**src/rtl/conv_pkg.sv**
```systemverilog
package conv_pkg;
  function automatic int clog2_min1(input int n);
    int r;
    r = 0;
    while ((1 << r) < n) r++;
    return (r < 1) ? 1 : r;
  endfunction
endpackage

```
**src/rtl/conv_cell.sv**
```systemverilog
module conv_cell
  import conv_pkg::*;
#(
  parameter int W     = 8,
  parameter int ACC_W = 18
) (
  input  logic                    clk,
  input  logic                    rst,
  input  logic                    ld_i,
  input  logic signed [W-1:0]     ld_w_i,
  input  logic                    ld_tag_i,
  input  logic                    step_i,
  input  logic signed [W-1:0]     x_i,
  input  logic signed [W-1:0]     w_in_i,
  input  logic                    tag_in_i,
  output logic signed [W-1:0]     w_o,
  output logic                    tag_o,
  output logic [ACC_W-1:0]        acc_o,
  output logic                    fire_o
);
  localparam int PW = 2 * W;

  logic signed [W-1:0]     w_q;
  logic                    tag_q;
  logic                    armed_q;
  logic signed [ACC_W-1:0] acc_q;
  logic signed [PW-1:0]    prod;
  logic signed [ACC_W-1:0] prod_ext;

  assign prod     = w_q * x_i;
  assign prod_ext = {{(ACC_W-PW){prod[PW-1]}}, prod};

  always_ff @(posedge clk) begin
    if (rst) begin
      w_q     <= '0;
      tag_q   <= 1'b0;
      armed_q <= 1'b0;
      acc_q   <= '0;
    end else if (ld_i) begin
      w_q   <= ld_w_i;
      tag_q <= ld_tag_i;
    end else if (step_i) begin
      w_q     <= w_in_i;
      tag_q   <= tag_in_i;
      armed_q <= armed_q | tag_q;
      acc_q   <= tag_q ? prod_ext : (acc_q + prod_ext);
    end
  end

  assign w_o    = w_q;
  assign tag_o  = tag_q;
  assign acc_o  = acc_q;
  assign fire_o = step_i & tag_q & armed_q;

  // tagged step restarts from the product alone
  assert_restart_R4: assert property (@(posedge clk) disable iff (rst)
    (step_i && !ld_i && tag_q) |=> (acc_q == $past(prod_ext)));

  // untagged step adds the product
  assert_accumulate_R3: assert property (@(posedge clk) disable iff (rst)
    (step_i && !ld_i && !tag_q) |=> (acc_q == $past(acc_q) + $past(prod_ext)));

  // idle cycle leaves cell state alone
  assert_hold_R8: assert property (@(posedge clk) disable iff (rst)
    (!step_i && !ld_i) |=> ($stable(acc_q) && $stable(w_q) && $stable(tag_q) && $stable(armed_q)));

  // weight arrives from the neighbour on a step
  assert_rotate_R5: assert property (@(posedge clk) disable iff (rst)
    (step_i && !ld_i) |=> (w_q == $past(w_in_i) && tag_q == $past(tag_in_i)));
endmodule

```
**src/rtl/conv_bus_arb.sv**
```systemverilog
module conv_bus_arb #(
  parameter int N     = 4,
  parameter int ACC_W = 18
) (
  input  logic                      clk,
  input  logic                      rst,
  input  logic [N-1:0]              fire_i,
  input  logic [N-1:0][ACC_W-1:0]   acc_i,
  output logic                      any_o,
  output logic [ACC_W-1:0]          data_o,
  output logic                      multi_o
);
  logic [N-1:0] grant;

  always_comb begin
    grant  = '0;
    data_o = '0;
    for (int i = N - 1; i >= 0; i--) begin
      if (fire_i[i]) begin
        grant  = '0;
        grant[i] = 1'b1;
      end
    end
    for (int i = 0; i < N; i++) begin
      if (grant[i]) data_o = acc_i[i];
    end
  end

  assign any_o   = |fire_i;
  assign multi_o = ($countones(fire_i) > 1);

  // at most one cell owns the bus
  assert_grant_onehot_R9: assert property (@(posedge clk) disable iff (rst)
    $onehot0(grant));

  // a request always results in a grant
  assert_grant_given_R9: assert property (@(posedge clk) disable iff (rst)
    (|fire_i) |-> (|grant));
endmodule

```
**src/rtl/bcast_conv_array.sv**
```systemverilog
module bcast_conv_array
  import conv_pkg::*;
#(
  parameter int W     = 8,
  parameter int K     = 4,
  parameter int IDX_W = clog2_min1(K),
  parameter int ACC_W = 2 * W + clog2_min1(K)
) (
  input  logic                    clk,
  input  logic                    rst,
  input  logic                    load_en_i,
  input  logic [IDX_W-1:0]        load_idx_i,
  input  logic signed [W-1:0]     load_w_i,
  input  logic                    load_tag_i,
  input  logic                    sample_valid_i,
  input  logic signed [W-1:0]     sample_i,
  output logic                    out_valid_o,
  output logic signed [ACC_W-1:0] out_data_o,
  output logic                    collide_o
);
  logic                         step;
  logic [K-1:0][W-1:0]          w_ring;
  logic [K-1:0]                 tag_ring;
  logic [K-1:0][ACC_W-1:0]      acc_all;
  logic [K-1:0]                 fire;
  logic                         bus_any;
  logic [ACC_W-1:0]             bus_data;
  logic                         bus_multi;

  assign step = sample_valid_i & ~load_en_i;

  for (genvar j = 0; j < K; j++) begin : g_cell
    localparam int NXT = (j + 1) % K;
    logic sel;
    assign sel = load_en_i && (load_idx_i == IDX_W'(j));

    conv_cell #(.W(W), .ACC_W(ACC_W)) u_cell (
      .clk      (clk),
      .rst      (rst),
      .ld_i     (sel),
      .ld_w_i   (load_w_i),
      .ld_tag_i (load_tag_i),
      .step_i   (step),
      .x_i      (sample_i),
      .w_in_i   (w_ring[NXT]),
      .tag_in_i (tag_ring[NXT]),
      .w_o      (w_ring[j]),
      .tag_o    (tag_ring[j]),
      .acc_o    (acc_all[j]),
      .fire_o   (fire[j])
    );
  end

  conv_bus_arb #(.N(K), .ACC_W(ACC_W)) u_arb (
    .clk     (clk),
    .rst     (rst),
    .fire_i  (fire),
    .acc_i   (acc_all),
    .any_o   (bus_any),
    .data_o  (bus_data),
    .multi_o (bus_multi)
  );

  always_ff @(posedge clk) begin
    if (rst) begin
      out_valid_o <= 1'b0;
      out_data_o  <= '0;
      collide_o   <= 1'b0;
    end else begin
      out_valid_o <= bus_any;
      collide_o   <= bus_multi;
      if (bus_any) out_data_o <= bus_data;
    end
  end

  // collision flag only accompanies a result
  assert_collide_valid_R9: assert property (@(posedge clk) disable iff (rst)
    collide_o |-> out_valid_o);

  // no result without an accepted sample
  assert_no_spurious_R8: assert property (@(posedge clk) disable iff (rst)
    out_valid_o |-> $past(sample_valid_i && !load_en_i));

  // a load cycle never yields a result
  assert_load_blocks_R2: assert property (@(posedge clk) disable iff (rst)
    load_en_i |=> !out_valid_o);
endmodule

```
**config.mk**
```make
export PLATFORM = sky130hd
export DESIGN_NAME = bcast_conv_array
export DESIGN_NICKNAME = d
export VERILOG_FILES = /design/src/rtl/conv_pkg.sv /design/src/rtl/conv_cell.sv /design/src/rtl/conv_bus_arb.sv /design/src/rtl/bcast_conv_array.sv
export SDC_FILE = /design/constraint.sdc
export NUM_CORES = 1
export LEC_CHECK = 0
export BUFFER_PORTS_ARGS = -buffer_cell sky130_fd_sc_hd__buf_2
export CAP_MARGIN = 30
export CORE_MARGIN = 2
export CORE_UTILIZATION = 40
export CTS_BUF_LIST = sky130_fd_sc_hd__clkbuf_4 sky130_fd_sc_hd__clkbuf_8
export CTS_CLUSTER_SIZE = 16
export DETAILED_ROUTE_END_ITERATION = 10
export PLACE_DENSITY = 0.57
export SYNTH_ARGS = -nofsm -noshare
export SYNTH_HDL_FRONTEND = slang
export SYNTH_HIERARCHICAL = 1
export SYNTH_SLANG_ARGS = --single-unit
```
**constraint.sdc**
```tcl
create_clock -name clk -period 20.5 [get_ports clk]
set_input_delay 5.125 -clock clk [delete_from_list [all_inputs] [get_ports clk]]
set_output_delay 5.125 -clock clk [all_outputs]
set_load 0.02 [all_outputs]
```
# Yosys cells after proc, flatten, opt, wreduce, memory -nomap -nowiden

Cells that the tools add are included.

Register bits after elaboration: 132
Input port bits: 23
Output and inout port bits: 20
Word-level logic and storage cells: 94

Add/sub/neg operators: 7
$mul: 4
Order comparisons: 1
Equal/unequal tests: 3
Multiplexer cells: 28
Bitwise logic cells: 18
Reduce and logical (&&, ||, !) cells: 14

Operators by type and width:

| cell                  | count |
|---|---|
| $mux W18              | 8 |
| $add A18 B16 Y18      | 4 |
| $mul A8 B8 Y16        | 4 |
| $mux W8               | 8 |
| $add A32 B32 Y32      | 1 |
| $gt A32 B2 Y1 const B | 1 |
| $mux W4               | 4 |
| $and A1 B1 Y1         | 9 |
| $mux W1               | 8 |
| $reduce_and A2 Y1     | 4 |
| $reduce_bool A2 Y1    | 4 |
| $not A1 Y1            | 5 |
| $add A1 B1 Y2         | 2 |
| $eq A2 B2 Y1 const B  | 2 |
| $logic_and A1 B1 Y1   | 4 |
| $or A1 B1 Y1          | 4 |
| $reduce_or A4 Y1      | 1 |
| $eq A2 B1 Y1 const B  | 1 |
| $logic_not A2 Y1      | 1 |

# Depth between registers and ports, before layout

Gate-level depths: netlist of run 1.

Depth in word-level cells: 12
Gate-level depth with buffers: 26
Gate-level depth less buffers: 25

# Hierarchy

Netlist of run 1, hierarchy kept.

Modules (own cells, without submodules):

| module                            | instances | cells an instance | area each (sq um) | seq. area each (sq um) |
|---|---|---|---|---|
| conv_cell at g_cell[0].u_cell ... | 2         | 536               | 4,519.3           | 560.5 |
| conv_cell at g_cell[3].u_cell     | 1         | 543               | 4,590.7           | 560.5 |
| conv_cell at g_cell[2].u_cell     | 1         | 531               | 4,455.5           | 560.5 |
| bcast_conv_array                  | 1         | 68                | 735.7             | 400.4 |
| conv_bus_arb                      | 1         | 78                | 561.8             | 0.0 |

# Least setup slack after synthesis of run 1

OpenSTA, ideal clock, no wires.

Kind: input to register
From: input sample_i[3]
To: register g_cell[0].u_cell.acc_q[17]
Setup time: 0.074 ns
Arrival: 10.762 ns
Required time: 20.426 ns
Slack: 9.664 ns
Stages: 22
Path buffers: 0
Path through: and2_1 > fa_1 > inv_1 > fa_1 > inv_1 > fa_1 > inv_1 > fa_1 > inv_1 > ha_1 > and2_1 > a221o_1 > a31o_1 > a21o_1 > xnor2_1 > inv_1 > ha_1 > a21o_1 > a21o_1 > a221oi_2 > mux4_2 > a31oi_1

Longest elaborated chain between the ends: 3

RTL lines:

| element              | line                   | text |
|---|---|---|
| start, declared      | bcast_conv_array.sv:16 | `input logic signed [W-1:0] sample_i,` |
| $mul A8 B8 Y16 (*)   | conv_cell.sv:30        | `assign prod = w_q * x_i;` |
| $add A18 B16 Y18     | conv_cell.sv:46        | `acc_q <= tag_q ? prod_ext : (acc_q + prod_ext);` |
| $mux W18 (*)         | conv_cell.sv:46        |  |
| end signal, assigned | conv_cell.sv:46        |  |
| end, declared        | conv_cell.sv:26        | `logic signed [ACC_W-1:0] acc_q;` |

Every way passes the cells marked *; elsewhere a longest branch is shown, timed or not.
A chain may end at the register's enable or synchronous reset.

# Final worst setup path of run 1

From: input sample_i[2]
To: register g_cell[1].u_cell.acc_q[17]

Longest elaborated chain between the ends: 3

RTL lines:

| element              | line |
|---|---|
| $mul A8 B8 Y16 (*)   | conv_cell.sv:30 |
| $add A18 B16 Y18     | conv_cell.sv:46 |
| $mux W18 (*)         | conv_cell.sv:46 |
| end signal, assigned | conv_cell.sv:46 |
| end, declared        | conv_cell.sv:26 |

Marks and branches as above.

==> results of run 1 <==
[how the worst max path moves through the flow]
| stage | startpoint | cells past startpoint | endpoint |
|---|---|---|---|
| 6_report | sample_i[2] | 24 | g_cell[1].u_cell/acc_o[17]$_SDFFE_PP0P_ |
| 5_1_grt | sample_i[7] | 23 | g_cell[1].u_cell/acc_o[17]$_SDFFE_PP0P_ |
| 4_1_cts | sample_i[2] | 24 | g_cell[1].u_cell/acc_o[17]$_SDFFE_PP0P_ |
| 3_5_place_dp | sample_i[7] | 23 | g_cell[1].u_cell/acc_o[17]$_SDFFE_PP0P_ |
| 3_3_place_gp | sample_i[2] | 24 | g_cell[1].u_cell/acc_o[17]$_SDFFE_PP0P_ |
| 2_1_floorplan | sample_i[3] | 22 | g_cell[0].u_cell/acc_o[17]$_SDFFE_PP0P_ |
[logic make-up after synthesis]
| group | Yosys count |
|---|---|
| flip-flops | 132 |
| AND/OR/NAND/NOR | 648 |
| adder cells (fa/ha/maj) | 412 |
| multiplexers | 75 |
| buffers and inverters | 428 |
| XOR/XNOR | 105 |
| AO/OA/AOI/OAI | 492 |
[sequential cells by signal (all words and copies together), names as in the netlist]
name / count
g_cell.u_cell/acc_o: 72
g_cell.u_cell/w_o: 32
out_data_o: 18
g_cell.u_cell/armed_q: 4
g_cell.u_cell/tag_o: 4
collide_o: 1
out_valid_o: 1
[stage by stage]
step	total power [mW]	hold WS [ps]	cell area [um^2]	utilization (%)	setup slack, ps
2_1_floorplan	0.7883	428.6	19380	-	9664
3_5_place_dp	0.9396	455.1	20180	42.26	8707
5_1_grt	1.296	504.0	20650	43.26	8818
4_1_cts	1.201	474.8	20630	43.20	9256
3_3_place_gp	0.9242	444.3	20180	42.26	8752
6_report	1.197	469.3	20650	43.26	9254
[layout make-up]
cell class | instances | share of cell area [%]
clock inverter | 13 | 0.9389
multi-input combinational | 1732 | 73.07
timing repair buffer | 56 | 1.636
sequential | 132 | 12.79
clock buffer | 19 | 1.236
tap | 615 | 3.725
inverter | 363 | 6.597
[layout by cell type, fill, tap and decap left out, types with 56 or more instances in the layout]
| cell type | Yosys | final |
|---|---|---|
| inv_1 | 358 | 358 |
| fa_1 | 224 | 224 |
| nor2_1 | 218 | 218 |
| ha_1 | 188 | 188 |
| and2_1 | 171 | 171 |
| nand2_1 | 138 | 138 |
| a21oi_1 | 138 | 138 |
| dfxtp_1 | 132 | 132 |
| xnor2_1 | 75 | 75 |
| mux2i_1 | 72 | 72 |
| o21ai_0 | 56 | 56 |
[synth_stat cells, drive strengths merged (26+ instances only)]
master    n
fa      224
nor3     36
inv     361
mux2i    72
o21ai    71
clkbuf   55
and2    172
nand2   138
a211oi   45
ha      188
xnor2    79
nor2    218
xor2     26
a21o     46
dfxtp   132
a21oi   152
[critical path, cell delays in order]
cell and delay (ps):
buf_2 330, nand2_1 230, inv_1 100, fa_1 640
inv_1 140, fa_1 540, inv_1 50, fa_1 520
inv_1 50, fa_1 530, inv_1 40, ha_1 350
and2_1 170, a221o_1 310, a31o_1 210, a21o_1 180
xnor2_1 320, inv_1 90, ha_1 350, a21o_1 220
a21o_1 200, a221oi_2 310, mux4_2 530, a31oi_1 130
[power by group through the flow]
stage          Sequential [mW]  Clock (mW)  Combinational [mW]
2_1_floorplan            0.294           0               0.494
3_3_place_gp             0.304           0               0.620
5_1_grt                  0.302       0.275               0.719
6_report                 0.299       0.257               0.641
4_1_cts                  0.299       0.263               0.638
3_5_place_dp             0.305           0               0.635
[layer usage]
metal | global-route usage, % | up-vias | part of all wire, %
met5 | 0 | - | 0
met4 | 4.473 | 0 | 1.3
met1 | 28.95 | 7705 | 48
met2 | 33.70 | 264 | 46
li1 | - | 7630 | -
met3 | 2.702 | 36 | 4.0
==> results.yml, run 1 <==
floorplanning:
  core_um2: 47750
  die_w_um: 224.1
  start_util_pct: 40.59
  fp.dieH_um: 224.1
  num_rows: 80
  ioPinCount: 43
  die_area_um2: 50230
sta:
  worst_slew_pin_slew_ps: 926.4
  setup_viol: 0
  hold_viol: 0
  period_share_pct: 54.86
  fin_crit_ps: 11250
  rsz0062_at_grt: "no"
  fin_skew_ps: 23.44
  tns_ps: 0
  drv_slew: 0
  relSlewSlack_pct: 38.24
  fmax_mhz: 88.92
global_routing:
  antenna_found_initial: 0
  grt_remaining_overflow: 0
  grt_pass1_wl_um: 82150
  track_usage_pct: 20.57
  grt_max_degree: 79
  grt_pass1_vias: 15450
pwr:
  p_sw_mw: 0.5278
  p_comb_share_pct: 53.6
  clock_power_share_pct: 21.5
  p_leak_nw: 9.960
  powerDensity_nw_per_um2: 57.94
  p_int_mw: 0.6689
  sw_frac_of_total_pct: 44.11
  p_seq_share_pct: 24.9
  max-vdd-ir-drop_v: 0.00004465
cts:
  cts_setup_buffers: 0
  cts_root_buf: "clkbuf_8"
  clock_latency_ps: 520
  cts_tree: "yes"
  cts.hold.buffers_added: 0
  clockBufferDepth: 2
  cts_buffers: 17
  cts_resized: 0
  path_clk_slew_ps: 90
  htree_levels: 4
  clock_sinks: 132
hold_path:
  holdCritStartpoint: "g_cell[3].u_cell/armed_q$_SDFFE_PP0P_"
  holdPathEnd: "g_cell[3].u_cell/armed_q$_SDFFE_PP0P_"
  hp-class: "flip-flop to flip-flop"
  min_delay_path_depth: 2
synth:
  synth_compound_area_share_pct: 17.20
  synth_top_family_by_area: "adder cells"
  synthMuxAreaShare_pct: 4.009
  synth_edf_count: 0
  synthesis.instances: 2292
  synth_seq_cells: 132
  ys_async_sr_fraction_pct: 0
  synthTopCellsByArea: "fa_1 (23%), dfxtp_1 (14%), ha_1 (12%), inv_1 (6.9%), and2_1 (5.5%)"
  synth-main-ff-cell: "dfxtp_1"
  synthSimpleGateAreaFrac_pct: 16.35
  yosysTopAreaCell: "fa_1"
  syn_area_um2: 19380
  seq_area_frac_synth_pct: 13.63
  yosys.area_share.adder_pct: 35.27
  postSynthAreaPerCell_um2: 8.457
  synth_nets: 2727
  yosys_warnings: 6
  synth_cell_types: 82
  synth_top_area_share_pct: 23.14
  synth_xor_area_share_pct: 4.958
worst_setup_path:
  regToRegSetupSlack_ps: 13840
  critPathArrivalTime_ps: 11690
  crit_type: "primary input to flip-flop"
  crit_fanout: 32
  r2r.worst_path.cells: 22
  reg2reg_to: "g_cell[0].u_cell/acc_o[17]$_SDFFE_PP0P_"
  r2r-start: "g_cell[0].u_cell/w_o[7]$_SDFFE_PP0P_"
  worst_setup_path_end_kind: "flip-flop"
  critPathRequiredTime_ps: 20940
  cp-start-kind: "primary input"
routing:
  detail_route.first_pass.iterations: 5
  vias: 15640
  drt_iter0_markers: 1007
  avgViaCountPerCell: 5.336
  wire_per_inst_um: 17.10
  ant_nets: 0
  wl_um: 50090
  drcViolationCount: 0
cells_and_area:
  fillers: 4754
  multi_input_area_um2: 15090
  areaGrowthSynthToFinish_pct: 6.565
  fin_cells: 2930
  ff_latch_area_um2: 2643
  diodes: 0
  nets: 2737
  layout-drive-gt1-share_pct: 6.177
placed_design:
  hpwl_um: 39330
  place.gp.congestion: 0.8536
  port_buffers: 42
  placedCellCount: 2897
outcome:
  status: "finished, final reports clean"
run:
  maxCapViolCount: 0
Note: power is estimated with default switching activity, not from simulation.
==> run 2, diff against run 1 <==
- clock period: 20.5 -> 11.3 ns (I/O delays scaled with it)
==> results.yml, run 2 (same netlist as run 1, synthesis figures left out) <==
outcome:
  status: "finished, final reports clean"
cells_and_area:
  largest_register_ffs: 72
  nets: 2736
  most-common-layout-cells: "inv_1 (358), fa_1 (224), nor2_1 (218)"
  layout-drive-gt1-share_pct: 6.137
  layout_commonest_cell: "inv_1"
  areaGrowthSynthToFinish_pct: 6.087
worst_setup_path:
  path_cells: "buf_2, nand2_1, inv_1, fa_1, inv_1, fa_1, inv_1, fa_1, inv_1, fa_1, inv_1, ha_1, and2_1, a221o_1, a31o_1, a21o_1, xnor2_1, inv_1, ha_1, a21o_1, a21o_1, a221oi_2, mux4_2, a31oi_1"
  critPathRequiredTime_ps: 11730
  critPathArrivalTime_ps: 9410
  crit_slowest_cell: "fa_1"
  slowest_delay_ps: 630
  crit_fanout: 32
  worst_setup_path_end_kind: "flip-flop"
  crit_type: "primary input to flip-flop"
  crit_family: "adder cells"
  cpMostUsedCell: "inv_1"
  cp_num_buf_inv: 7
  cp-start-kind: "primary input"
cts:
  cts_buffers: 17
  clock_sinks: 132
  htree_levels: 4
  clockBufferDepth: 2
  cts_root_buf: "clkbuf_8"
  cts.hold.buffers_added: 0
  cts_tree: "yes"
  cts_resized: 0
  cts_setup_buffers: 0
  path_clk_slew_ps: 90
  clock_latency_ps: 510
pwr:
  max-vdd-ir-drop_v: 0.00006670
  p_sw_mw: 0.9486
  sw_frac_of_total_pct: 45.17
  p_int_mw: 1.151
  p_leak_nw: 9.913
  clock_power_share_pct: 18.9
  p_comb_share_pct: 55.3
  p_seq_share_pct: 25.8
  powerDensity_nw_per_um2: 102.1
  p_total_mw: 2.100
routing:
  wl_um: 49710
  avgViaCountPerCell: 5.379
  ant_nets: 0
  wire_per_inst_um: 16.96
  detail_route.first_pass.iterations: 5
  drt_iter0_markers: 986
  vias: 15770
  drcViolationCount: 0
sta:
  fin_skew_ps: 24.40
  drv_slew: 0
  worst_slew_pin_slew_ps: 1052
  fmax_mhz: 111.4
  fin_crit_ps: 8975
  period_share_pct: 79.43
  whs_ps: 476.4
  hold_viol: 0
  setup_viol: 0
  tns_ps: 0
  relSlewSlack_pct: 29.38
  rsz0062_at_grt: "no"
placed_design:
  place.gp.congestion: 0.8570
  port_buffers: 42
  hpwl_um: 39250
run:
  maxCapViolCount: 0
floorplanning:
  core_um2: 47750
  start_util_pct: 40.59
  die_w_um: 224.1
  fp.dieH_um: 224.1
  die_area_um2: 50230
  ioPinCount: 43
  num_rows: 80
global_routing:
  grt_remaining_overflow: 0
  grt_max_degree: 79
  antenna_found_initial: 1
  grt_pass1_wl_um: 81830
  grt_pass1_vias: 15460
  track_usage_pct: 20.49
hold_path:
  hp-class: "flip-flop to flip-flop"
-- run 2: changes by cell type in the layout (fill, tap and decap cells not counted) --
| cell | before | now |
|---|---|---|
| clkinvlp_4 | 1 | 3 |
| buf_16 | 1 | 0 |
| bufinv_16 | 4 | 1 |
| inv_6 | 5 | 2 |
| clkbuf_4 | 1 | 2 |
| clkinv_2 | 1 | 3 |
| diode_2 | 0 | 2 |
| clkbuf_8 | 18 | 19 |
-- run 2: tightest hold or removal path, cell delays in order, from the launching register on --
cell and delay (ps):
dfxtp_1 330, nand2_1 60, a21oi_1 50
-- run 2: metal layers --
| layer | track usage (%) | vias up | routed length [um] |
|---|---|---|---|
| met2 | 33.34 | 286 | 22680 |
| met3 | 2.636 | 34 | 2047 |
| met5 | 0 | - | 0 |
| met1 | 29.06 | 7809 | 24260 |
| li1 | - | 7638 | - |
| met4 | 4.430 | 0 | 717 |
-- run 2: power groups by stage --
stage	Clock, mW	Combinational [mW]	Sequential [mW]
5_1_grt	0.426	1.31	0.548
3_5_place_dp	0	1.15	0.553
4_1_cts	0.409	1.16	0.542
3_3_place_gp	0	1.12	0.552
6_report	0.397	1.16	0.542
2_1_floorplan	0	0.896	0.534
-- run 2: worst paths after layout --
check	from	to	slack (ps)	depth (start not counted)
worst min register to register	g_cell[0].u_cell/acc_o[13]$_SDFFE_PP0P_	g_cell[0].u_cell/acc_o[13]$_SDFFE_PP0P_	480	2
worst min-delay path	g_cell[0].u_cell/acc_o[13]$_SDFFE_PP0P_	g_cell[0].u_cell/acc_o[13]$_SDFFE_PP0P_	480	2
worst max register to register	g_cell[1].u_cell/w_o[7]$_SDFFE_PP0P_	g_cell[1].u_cell/acc_o[17]$_SDFFE_PP0P_	4650	22
worst max-delay path	sample_i[2]	g_cell[1].u_cell/acc_o[17]$_SDFFE_PP0P_	2320	24
-- run 2: area by class of cell --
cell class                      count  area (um^2)
Fill cell                        4824        27180
Multi-Input combinational cell   1732        15090
Tap cell                          615        769.5
Clock buffer                       21        276.5
Sequential cell                   132         2643
Inverter                          363         1363
Antenna cell                        2        5.005
Timing Repair Buffer               55        310.3
Clock inverter                     11        102.6
-- run 2: per-stage QoR --
stage	cell area, um^2	util, %	cells	setup WS, ps
3_5_place_dp	20180	42.26	2897	1798
3_3_place_gp	20180	42.26	2897	1867
2_1_floorplan	19380	-	2292	2764
6_report	20560	43.07	2931	2325
4_1_cts	20560	43.06	2929	2331
5_1_grt	20560	43.06	2929	1938
